--- src/rtl/fcic_pkg.sv ---
package fcic_pkg;

    typedef enum logic [3:0] {
        ST_IDLE,
        ST_PROG_SETUP,
        ST_ERASE_SETUP,
        ST_LOCK_SETUP,
        ST_PROG_BUSY,
        ST_PROG_SUSP,
        ST_ERASE_BUSY,
        ST_ERASE_SUSP,
        ST_SP_SETUP,
        ST_SP_BUSY,
        ST_SP_SUSP
    } fsm_state_e;

    typedef enum logic [1:0] {
        RM_ARRAY,
        RM_STATUS,
        RM_IDENT
    } rd_mode_e;

    typedef struct packed {
        logic ess;   // erase suspended
        logic eerr;  // erase / sequence error
        logic perr;  // program error
        logic pss;   // program suspended
        logic dps;   // protect error
    } sr_flags_t;

    localparam logic [7:0] CMD_READ_ARRAY  = 8'hFF;
    localparam logic [7:0] CMD_READ_STATUS = 8'h70;
    localparam logic [7:0] CMD_READ_ID     = 8'h90;
    localparam logic [7:0] CMD_CLR_STATUS  = 8'h50;
    localparam logic [7:0] CMD_PROG        = 8'h40;
    localparam logic [7:0] CMD_PROG_ALT    = 8'h10;
    localparam logic [7:0] CMD_ERASE       = 8'h20;
    localparam logic [7:0] CMD_CONFIRM     = 8'hD0;
    localparam logic [7:0] CMD_SUSPEND     = 8'hB0;
    localparam logic [7:0] CMD_LOCK        = 8'h60;
    localparam logic [7:0] CMD_LOCK_SET    = 8'h01;

endpackage

--- src/rtl/fcic_array.sv ---
module fcic_array #(
    parameter int ADDR_W = 8,
    parameter int BLK_W  = 3
) (
    input  logic              clk,
    input  logic              rst_n,
    input  logic              prog_go,
    input  logic [ADDR_W-1:0] prog_addr,
    input  logic [7:0]        prog_data,
    input  logic              erase_go,
    input  logic [BLK_W-1:0]  erase_blk,
    input  logic [ADDR_W-1:0] rd_addr,
    output logic [7:0]        rd_q
);
    localparam int DEPTH = 1 << ADDR_W;
    localparam int OFS_W = ADDR_W - BLK_W;

    logic [7:0] word_q [DEPTH];

    for (genvar w = 0; w < DEPTH; w++) begin : g_word
        localparam logic [BLK_W-1:0]  WBLK  = BLK_W'(w >> OFS_W);
        localparam logic [ADDR_W-1:0] WADDR = ADDR_W'(w);
        logic [7:0] q;

        always_ff @(posedge clk) begin
            if (!rst_n) begin
                q <= 8'hFF;
            end else if (erase_go && (erase_blk == WBLK)) begin
                q <= 8'hFF;
            end else if (prog_go && (prog_addr == WADDR)) begin
                q <= q & prog_data;
            end
        end

        assign word_q[w] = q;
    end

    assign rd_q = word_q[rd_addr];

endmodule

--- src/rtl/fcic_lock_bank.sv ---
module fcic_lock_bank #(
    parameter int BLK_W = 3
) (
    input  logic             clk,
    input  logic             rst_n,
    input  logic             set_go,
    input  logic             clr_all,
    input  logic [BLK_W-1:0] blk,
    output logic             locked
);
    localparam int NBLK = 1 << BLK_W;

    logic [NBLK-1:0] lock_q;

    for (genvar b = 0; b < NBLK; b++) begin : g_blk
        localparam logic [BLK_W-1:0] BID = BLK_W'(b);
        always_ff @(posedge clk) begin
            if (!rst_n || clr_all) begin
                lock_q[b] <= 1'b0;
            end else if (set_go && (blk == BID)) begin
                lock_q[b] <= 1'b1;
            end
        end
    end

    assign locked = lock_q[blk];

endmodule

--- src/rtl/fcic_cmd_fsm.sv ---
module fcic_cmd_fsm
    import fcic_pkg::*;
#(
    parameter int ADDR_W    = 8,
    parameter int BLK_W     = 3,
    parameter int PROG_CYC  = 8,
    parameter int ERASE_CYC = 64
) (
    input  logic              clk,
    input  logic              rst_n,
    input  logic              we,
    input  logic [ADDR_W-1:0] addr,
    input  logic [7:0]        wdata,
    input  logic              blk_locked,
    output logic              ready,
    output logic [7:0]        status,
    output rd_mode_e          mode,
    output logic              prog_go,
    output logic [ADDR_W-1:0] prog_addr,
    output logic [7:0]        prog_data,
    output logic              erase_go,
    output logic [BLK_W-1:0]  erase_blk,
    output logic              lock_set,
    output logic              lock_clr
);
    localparam int MAX_CYC = (PROG_CYC > ERASE_CYC) ? PROG_CYC : ERASE_CYC;
    localparam int CNT_W   = $clog2(MAX_CYC + 1);
    localparam logic [CNT_W-1:0] P_LOAD = CNT_W'(PROG_CYC);
    localparam logic [CNT_W-1:0] E_LOAD = CNT_W'(ERASE_CYC);
    localparam logic [CNT_W-1:0] LAST   = CNT_W'(1);

    fsm_state_e        state, state_n;
    rd_mode_e          mode_n;
    sr_flags_t         flg, flg_n;
    logic [CNT_W-1:0]  pcnt, pcnt_n, ecnt, ecnt_n;
    logic [ADDR_W-1:0] pa, pa_n;
    logic [7:0]        pd, pd_n;
    logic [BLK_W-1:0]  eb, eb_n;
    logic [BLK_W-1:0]  wr_blk;
    logic              quiet;

    assign wr_blk = addr[ADDR_W-1 -: BLK_W];

    // state register
    always_ff @(posedge clk) begin
        if (!rst_n) begin
            state <= ST_IDLE;
            mode  <= RM_ARRAY;
            flg   <= '0;
            pcnt  <= '0;
            ecnt  <= '0;
            pa    <= '0;
            pd    <= '0;
            eb    <= '0;
        end else begin
            state <= state_n;
            mode  <= mode_n;
            flg   <= flg_n;
            pcnt  <= pcnt_n;
            ecnt  <= ecnt_n;
            pa    <= pa_n;
            pd    <= pd_n;
            eb    <= eb_n;
        end
    end

    // next state
    always_comb begin
        state_n = state;
        mode_n  = mode;
        flg_n   = flg;
        pcnt_n  = pcnt;
        ecnt_n  = ecnt;
        pa_n    = pa;
        pd_n    = pd;
        eb_n    = eb;
        quiet   = (state == ST_IDLE) || (state == ST_PROG_SUSP) ||
                  (state == ST_ERASE_SUSP) || (state == ST_SP_SUSP);

        if (we && quiet) begin
            case (wdata)
                CMD_READ_ARRAY:  mode_n = RM_ARRAY;
                CMD_READ_STATUS: mode_n = RM_STATUS;
                CMD_READ_ID:     mode_n = RM_IDENT;
                CMD_CLR_STATUS: begin
                    flg_n.eerr = 1'b0;
                    flg_n.perr = 1'b0;
                    flg_n.dps  = 1'b0;
                end
                default: ;
            endcase
        end

        unique case (state)
            ST_IDLE: begin
                if (we) begin
                    case (wdata)
                        CMD_PROG, CMD_PROG_ALT: begin
                            state_n = ST_PROG_SETUP;
                            mode_n  = RM_STATUS;
                        end
                        CMD_ERASE: begin
                            state_n = ST_ERASE_SETUP;
                            mode_n  = RM_STATUS;
                        end
                        CMD_LOCK: begin
                            state_n = ST_LOCK_SETUP;
                            mode_n  = RM_STATUS;
                        end
                        default: ;
                    endcase
                end
            end
            ST_PROG_SETUP: begin
                if (we) begin
                    pa_n = addr;
                    pd_n = wdata;
                    if (blk_locked) begin
                        flg_n.dps  = 1'b1;
                        flg_n.perr = 1'b1;
                        state_n    = ST_IDLE;
                    end else begin
                        pcnt_n  = P_LOAD;
                        state_n = ST_PROG_BUSY;
                    end
                end
            end
            ST_ERASE_SETUP: begin
                if (we) begin
                    state_n = ST_IDLE;
                    if (wdata != CMD_CONFIRM) begin
                        flg_n.eerr = 1'b1;
                        flg_n.perr = 1'b1;
                    end else if (blk_locked) begin
                        flg_n.dps  = 1'b1;
                        flg_n.eerr = 1'b1;
                    end else begin
                        eb_n    = wr_blk;
                        ecnt_n  = E_LOAD;
                        state_n = ST_ERASE_BUSY;
                    end
                end
            end
            ST_LOCK_SETUP: begin
                if (we) begin
                    state_n = ST_IDLE;
                    if ((wdata != CMD_LOCK_SET) && (wdata != CMD_CONFIRM)) begin
                        flg_n.eerr = 1'b1;
                        flg_n.perr = 1'b1;
                    end
                end
            end
            ST_PROG_BUSY, ST_SP_BUSY: begin
                if (pcnt == LAST) begin
                    state_n = (state == ST_SP_BUSY) ? ST_ERASE_SUSP : ST_IDLE;
                end else if (we && (wdata == CMD_SUSPEND)) begin
                    flg_n.pss = 1'b1;
                    mode_n    = RM_STATUS;
                    state_n   = (state == ST_SP_BUSY) ? ST_SP_SUSP : ST_PROG_SUSP;
                end else begin
                    pcnt_n = pcnt - LAST;
                end
            end
            ST_PROG_SUSP, ST_SP_SUSP: begin
                if (we && (wdata == CMD_CONFIRM)) begin
                    flg_n.pss = 1'b0;
                    state_n   = (state == ST_SP_SUSP) ? ST_SP_BUSY : ST_PROG_BUSY;
                end
            end
            ST_ERASE_BUSY: begin
                if (ecnt == LAST) begin
                    state_n = ST_IDLE;
                end else if (we && (wdata == CMD_SUSPEND)) begin
                    flg_n.ess = 1'b1;
                    mode_n    = RM_STATUS;
                    state_n   = ST_ERASE_SUSP;
                end else begin
                    ecnt_n = ecnt - LAST;
                end
            end
            ST_ERASE_SUSP: begin
                if (we) begin
                    case (wdata)
                        CMD_CONFIRM: begin
                            flg_n.ess = 1'b0;
                            state_n   = ST_ERASE_BUSY;
                        end
                        CMD_PROG, CMD_PROG_ALT: begin
                            mode_n  = RM_STATUS;
                            state_n = ST_SP_SETUP;
                        end
                        default: ;
                    endcase
                end
            end
            ST_SP_SETUP: begin
                if (we) begin
                    pa_n = addr;
                    pd_n = wdata;
                    if (wr_blk == eb) begin
                        flg_n.eerr = 1'b1;
                        flg_n.perr = 1'b1;
                        state_n    = ST_ERASE_SUSP;
                    end else if (blk_locked) begin
                        flg_n.dps  = 1'b1;
                        flg_n.perr = 1'b1;
                        state_n    = ST_ERASE_SUSP;
                    end else begin
                        pcnt_n  = P_LOAD;
                        state_n = ST_SP_BUSY;
                    end
                end
            end
            default: state_n = ST_IDLE;
        endcase
    end

    // outputs
    always_comb begin
        ready     = !((state == ST_PROG_BUSY) || (state == ST_ERASE_BUSY) ||
                      (state == ST_SP_BUSY));
        prog_go   = ((state == ST_PROG_BUSY) || (state == ST_SP_BUSY)) && (pcnt == LAST);
        erase_go  = (state == ST_ERASE_BUSY) && (ecnt == LAST);
        lock_set  = (state == ST_LOCK_SETUP) && we && (wdata == CMD_LOCK_SET);
        lock_clr  = (state == ST_LOCK_SETUP) && we && (wdata == CMD_CONFIRM);
        prog_addr = pa;
        prog_data = pd;
        erase_blk = eb;
        status    = {ready, flg.ess, flg.eerr, flg.perr, 1'b0, flg.pss, flg.dps, 1'b0};
    end

endmodule

--- src/rtl/fcic_top.sv ---
module fcic_top
    import fcic_pkg::*;
#(
    parameter int          ADDR_W    = 8,
    parameter int          BLK_W     = 3,
    parameter int          PROG_CYC  = 8,
    parameter int          ERASE_CYC = 64,
    parameter logic [7:0]  MFR_CODE  = 8'h5A,
    parameter logic [7:0]  DEV_CODE  = 8'hC3
) (
    input  logic              clk,
    input  logic              rst_n,
    input  logic              we,
    input  logic [ADDR_W-1:0] addr,
    input  logic [7:0]        wdata,
    output logic [7:0]        rdata,
    output logic              ready
);
    rd_mode_e          mode;
    logic [7:0]        status_w;
    logic              prog_go, erase_go, lock_set, lock_clr, blk_locked;
    logic [ADDR_W-1:0] prog_addr;
    logic [7:0]        prog_data;
    logic [BLK_W-1:0]  erase_blk;
    logic [7:0]        array_q;
    logic [7:0]        ident_q;

    fcic_cmd_fsm #(
        .ADDR_W(ADDR_W), .BLK_W(BLK_W), .PROG_CYC(PROG_CYC), .ERASE_CYC(ERASE_CYC)
    ) u_fsm (
        .clk(clk), .rst_n(rst_n), .we(we), .addr(addr), .wdata(wdata),
        .blk_locked(blk_locked), .ready(ready), .status(status_w), .mode(mode),
        .prog_go(prog_go), .prog_addr(prog_addr), .prog_data(prog_data),
        .erase_go(erase_go), .erase_blk(erase_blk),
        .lock_set(lock_set), .lock_clr(lock_clr)
    );

    fcic_array #(.ADDR_W(ADDR_W), .BLK_W(BLK_W)) u_array (
        .clk(clk), .rst_n(rst_n), .prog_go(prog_go), .prog_addr(prog_addr),
        .prog_data(prog_data), .erase_go(erase_go), .erase_blk(erase_blk),
        .rd_addr(addr), .rd_q(array_q)
    );

    fcic_lock_bank #(.BLK_W(BLK_W)) u_locks (
        .clk(clk), .rst_n(rst_n), .set_go(lock_set), .clr_all(lock_clr),
        .blk(addr[ADDR_W-1 -: BLK_W]), .locked(blk_locked)
    );

    always_comb begin
        unique case (addr[1:0])
            2'd0:    ident_q = MFR_CODE;
            2'd1:    ident_q = DEV_CODE;
            2'd2:    ident_q = {7'd0, blk_locked};
            default: ident_q = 8'h00;
        endcase
    end

    always_comb begin
        if (!ready) begin
            rdata = status_w;
        end else begin
            unique case (mode)
                RM_ARRAY:  rdata = array_q;
                RM_IDENT:  rdata = ident_q;
                default:   rdata = status_w;
            endcase
        end
    end

endmodule

--- config.mk ---
export PLATFORM = sky130hd
export DESIGN_NAME = fcic_top
export DESIGN_NICKNAME = d
export VERILOG_FILES = /design/src/rtl/fcic_pkg.sv /design/src/rtl/fcic_array.sv /design/src/rtl/fcic_lock_bank.sv /design/src/rtl/fcic_cmd_fsm.sv /design/src/rtl/fcic_top.sv
export SDC_FILE = /design/constraint.sdc
export NUM_CORES = 2
export LEC_CHECK = 0
export BUFFER_PORTS_ARGS = -buffer_cell sky130_fd_sc_hd__buf_2
export CAP_MARGIN = 10
export CORE_AREA = 3 3 438 765
export CTS_BUF_LIST = sky130_fd_sc_hd__clkbuf_4
export DETAILED_ROUTE_END_ITERATION = 10
export DIE_AREA = 0 0 441 768
export GPL_TIMING_DRIVEN = 0
export PLACE_DENSITY = 0.44
export SYNTH_ARGS = -nofsm -noshare
export SYNTH_HDL_FRONTEND = slang
export SYNTH_SLANG_ARGS = --single-unit
--- constraint.sdc ---
create_clock -name clk -period 4.2 [get_ports clk]
set_input_delay 0.63 -clock clk [delete_from_list [all_inputs] [get_ports clk]]
set_output_delay 0.63 -clock clk [all_outputs]
set_load 0.1 [all_outputs]
# Word-level counts from Yosys, hierarchy flattened

Index checks and enable logic that the tools add are counted.

Bits in registers: 2100
Input port bits: 19
Output and inout bits: 9
Word-level logic and storage cells: 1264

Add/subtract/negate cells: 2
Magnitude comparators: 2
Eq/ne operators: 319
Mux-type cells: 85
Bitwise logic cells: 260
Reduce and logical (&&, ||, !) cells: 320

Operator list:

| kind               | number |
|---|---|
| $and 8x8->8        | 256 |
| $eq 8x8->1 const B | 132 |
| $eq 8x7->1 const B | 68 |
| $logic_and 1x1->1  | 281 |
| $eq 8x6->1 const B | 33 |
| $eq 8x5->1 const B | 17 |
| $mux 7             | 11 |
| $bmux 8 s8         | 1 |
| $eq 8x4->1 const B | 8 |
| $mux 4             | 16 |
| $pmux 4 s9         | 1 |
| $eq 8x3->1 const B | 4 |
| $mux 2             | 14 |
| $ne 2x2->1 const B | 14 |
| $eq 3x3->1 const B | 8 |
| $mux 8             | 3 |
| $pmux 8 s3         | 1 |
| $reduce_or 2->1    | 12 |
| $mux 1             | 22 |
| $pmux 7 s3         | 1 |
| $eq 4x3->1 const B | 4 |
| $eq 8x1->1 const B | 2 |
| $eq 8x2->1 const B | 2 |
| $pmux 8 s2         | 1 |
| 45 further kinds   | 76 |

# Depth between registers and ports, before layout

Depth after elaboration: 10
Depth in mapped cells: 14
Depth with buffers taken out: 9

# Modules after synthesis

Synthesis repeated with hierarchy kept, for this count alone.

Cells, all modules: 8764
Area total of the unflattened synthesis: 82075.0 um^2

By module, submodules not included:

| module         | times used | cells each | area each (um^2) | sequential area each (um^2) |
|---|---|---|---|---|
| fcic_array     | 1          | 8338       | 78681.7          | 40999.3 |
| fcic_cmd_fsm   | 1          | 357        | 2827.7           | 880.8 |
| fcic_lock_bank | 1          | 38         | 392.9            | 160.2 |
| fcic_top       | 1          | 31         | 172.7            | 0.0 |

# Least setup slack after synthesis

OpenSTA, ideal clock, no wires.

Path kind: register -> output
Start point: register u_fsm.state[1]
End point: output port rdata[0]
Arrival: 4.858 ns
Required time: 3.570 ns
Setup slack: -1.288 ns
Cell stages (with the launch flop): 6
Path buffers: 1
Cells stage by stage: dfxtp_1 > buf_2 > and4bb_1 > nor2_1 > nand2_1 > a221oi_1

Cells in the longest elaborated chain, start to end: 4
Elaborated cells on any way between the ends: 6
Those cells by class: eq/ne (3); mux (1); reduce/logical (2)

RTL lines:

| element                | line                | RTL |
|---|---|---|
| from (decl)            | fcic_cmd_fsm.sv:32  | `fsm_state_e state, state_n;` |
| from (signal assigned) | fcic_cmd_fsm.sv:56  | `state <= state_n;` |
| $eq 4x3->1             | fcic_cmd_fsm.sv:220 | `ready = !((state == ST_PROG_BUSY) \|\| (state == ST_ERASE_BUSY) \|\|` |
| $logic_or 1x1->1       | fcic_cmd_fsm.sv:220 |  |
| $logic_or 1x1->1 *     | fcic_cmd_fsm.sv:220 |  |
| $mux 8 *               | fcic_top.sv:59      | `if (!ready) begin` |
| to (decl)              | fcic_top.sv:16      | `output logic [7:0] rdata,` |

Mark *: on every way between the ends. The rest lies on a longest branch, timed or not.

# Final worst setup path

Start point: register u_array.g_word[4].q[7]
End point: output port rdata[7]

Cells in the longest elaborated chain, start to end: 5

RTL lines:

| element                                    | line             | RTL |
|---|---|---|
| from (decl)                                | fcic_array.sv:23 | `logic [7:0] q;` |
| from (signal assigned)                     | fcic_array.sv:31 | `q <= q & prog_data;` |
| $bmux 8 s8                                 | fcic_array.sv:38 | `assign rd_q = word_q[rd_addr];` |
| $mux 8 (not written as such) (2 in series) | fcic_array.sv:38 |  |
| $pmux 8 s2                                 | fcic_top.sv:62   | `unique case (mode)` |
| $mux 8                                     | fcic_top.sv:59   |  |

No other way between the ends. The select of a mux whose other input is x is not followed.

==> results.cfg <==
[floorplan]
dieArea_sq_um = 338700
chipWidth_microns = 441
std_cell_rows = 279
pin_count = 28
fp.dieH_microns = 768
core_region_area_sq_um = 329900
start_util = 0.2495

[synthesis]
synth_edf_count = 0
synth_ff_type = dfxtp_1
ys_seq_elements = 2100
ys_async_sr_fraction = 0
yosys.area.top_type_share = 0.5109
yosys.area.top_type = dfxtp_1
synth_cell_type_count = 78
yosysWarnings = 0
netlist_top_cells_area = dfxtp_1 (51%), o21ai_0 (13%), mux4_2 (12%)
avgSynthCellArea_sq_um = 9.401
syn_nets = 8777
synth.most_common_cell = nand2_1
yosysSeqAreaShare = 0.5109
synth_common_cells = nand2_1 (2390), dfxtp_1 (2100), o21ai_0 (2088)
syn-cell-area_sq_um = 82290
netlist_instances = 8753

[timing]
finalWorstSetupSlack_ns = -1.085
slew_headroom = 0.0003070
report.final.slew_viol_count = 0
finalSetupViolations = 17
finalCritPeriodShare = 1.258
fin_skew_ns = 0.1606
tightest_slew_ns = 1.500
hold_violations = 1
grt_setup_unrepaired = yes
fmax_mhz = 189.2
holdWs_ns = -0.004706
min_period_ns = 5.285

[power]
p_seq_frac = 0.436
p_clk_frac = 0.408
p_switching_mw = 15.38
ir_drop_mv = 0.2581
finalPower_mw = 46.03
powerDensity_nw_per_um2 = 444.6
p_leak_nw = 36.65
switching_share = 0.3341
combPwrFrac = 0.156
p_int_mw = 30.65

[route]
drc = 0
num_vias = 86800
dr.pass1.iters = 9
drt.antenna.violating_nets = 0
routed_wl_microns = 702100
wl_per_cell_microns = 48.19
drt_iter0_drc = 12450
viasPerCell = 5.958

[critical_path]
crit_type = register to output port
rr_startpoint = u_fsm.state[0]
cp_cell_sequence = mux4_2, mux4_2, a22oi_2, a32o_2, nand4_1, o2111a_2, buf_12
critPathMaxStageDelay_ns = 0.71
crit_path_end_kind = output port
crit_arrival_ns = 4.66
start_kind = register
crit_start = u_array.g_word[4].q[7]
cp_slowest_cell = mux4_2
crit_fanout = 2
required_ns = 3.57
cp_common_cell = mux4_2

[run]
maxCapViolCount = 1

[placement]
dp_hpwl_microns = 512700
place_inst = 13270
gp_congestion = 1.092
place.port_buffers = 20

[worst_hold_path]
hold_path.class = input pin to register
min_from = addr[6]

[clock_tree]
cts_tree = built
h-tree-depth = 6
cts_sinks = 2100
clkSlewWorstSetupHoldPaths_ns = 0.06
cts_max_path_buffers = 4
cts_made_buffers = 547
clock_latency_ns = 1.59
root_buffer = clkbuf_4

[global_routing]
antenna_found_initial = 163
grt_max_degree = 16
grt_pass1_vias = 78590
grt-ovfl-total = 0
track_usage = 0.4023
grt_pass1_wl_microns = 869400

[final_layout]
finalNonFillerCells = 14570
final_layout_size_suffix_gt1_frac = 0.2160
area_growth_syn_to_layout_pct = 25.80
nNetsFinal = 9734
fillers = 34480

[outcome]
status = complete, but fails checks
violations = hold timing, capacitance limit, setup timing
-- cell type report --
type                       count  area [sq um]  share of cell area
inverter                      18         81.33           0.0007856
clock buffer                 766          5751             0.05555
sequential                  2100         42070              0.4064
clock inverter               121         834.6            0.008061
multi-input combinational   5934         38590              0.3728
buffer                       693          5044             0.04872
tap                         4355          5449             0.05264
timing repair buffer         416          5289             0.05109
antenna                      166         415.4            0.004013
-- metrics by stage --
step	hold slack [ns]	TNS (ns)	instance area [sq um]	util	setup slack, ns
2_1_floorplan	0.4294	0	82370	-	0.2029
3_3_place_gp	0.4401	-2441.91	87910	0.2665	-6.043
3_5_place_dp	0.4491	-488.73	90780	0.2752	-4.284
4_1_cts	0.002032	-7.306	100400	0.3043	-1.025
5_1_grt	0.07862	-5.853	103300	0.3130	-0.9426
6_report	-0.004706	-7.167	103500	0.3138	-1.085
-- routing by layer --
layer	up-vias	wire length, microns	GRT usage
li1	33150	-	-
met1	43310	218500	0.3950
met2	7357	311700	0.6188
met3	2956	66940	0.1276
met4	38	104400	0.4805
met5	-	554	0.0001427
-- registers in the layout (all words and copies together), names as in the netlist --
name / flops
u_fsm.mode: 2
u_array.g_word.q: 2048
u_fsm.erase_blk: 3
u_fsm.prog_addr: 8
u_fsm.pcnt: 7
u_fsm.state: 4
u_fsm.ecnt: 7
u_locks.lock_q: 8
u_fsm.prog_data: 8
u_fsm.status: 5
-- critical path: cells and delay by family (launching register included) --
kind,cells,cell delay [ns]
and+or+nand+nor,1,0.29
DFF,1,0.39
AOI/OAI and AO/OA,3,0.89
buffers and inverters,1,0.17
muxes,2,1.34
-- kinds of logic after synthesis --
kind of cell,synth area share
AO/OA/AOI/OAI,0.1620
XOR/XNOR,0.001597
adder cells (fa/ha/maj),0.0007602
buffers and inverters,0.04020
flip-flops,0.5109
multiplexers,0.1546
AND/OR/NAND/NOR,0.1300
-- final timing paths --
path	slack, ns	depth (start not counted)	endpoint
setup reg to reg	-0.08	8	u_array.g_word[6].q[7]
setup / recovery	-1.09	7	rdata[7]
hold reg to reg	0.46	2	u_array.g_word[222].q[1]
hold / removal	-0.005	6	u_fsm.pcnt[3]
-- power groups by stage --
stage,combinational [mW],clock [mW],sequential [mW]
after floorplan,2.12,0,20.5
after detailed placement,6.07,0,20.5
after global placement,5.76,0,20.5
final,7.16,18.8,20.1
after CTS,6.45,18.8,20.1
after global routing,6.88,19.6,20.1
-- cell usage in the layout, fill, tap and decap left out, drive strengths merged, types with 11 or more instances in the layout --
cell	count
o21ai	2112
o211ai	11
a22oi	40
o31ai	13
a221oi	88
dfxtp	2100
mux2i	274
and3	12
nand3	38
clkbuf	1301
bufinv	12
a211oi	21
a31oi	13
nor2b	17
diode	166
clkinv	85
dlygate4sd3	23
nand2b	16
inv	33
mux4	442
a221o	23
nand2	2391
nor2	141
a21oi	85
buf	551
nor3	42
-- timing repair --
| action | CTS | global route |
|---|---|---|
| gates resized for setup | 571 | 213 |
| hold buffers | 23 | 0 |
| cloned | 0 | 1 |
| endpoints found under the hold margin | 44 | 0 |
| pin swaps | 30 | 46 |
| setup buffers | 43 | 184 |
| endpoints found under the setup margin | 1317 | 272 |
(Power assumes the default switching activity.)
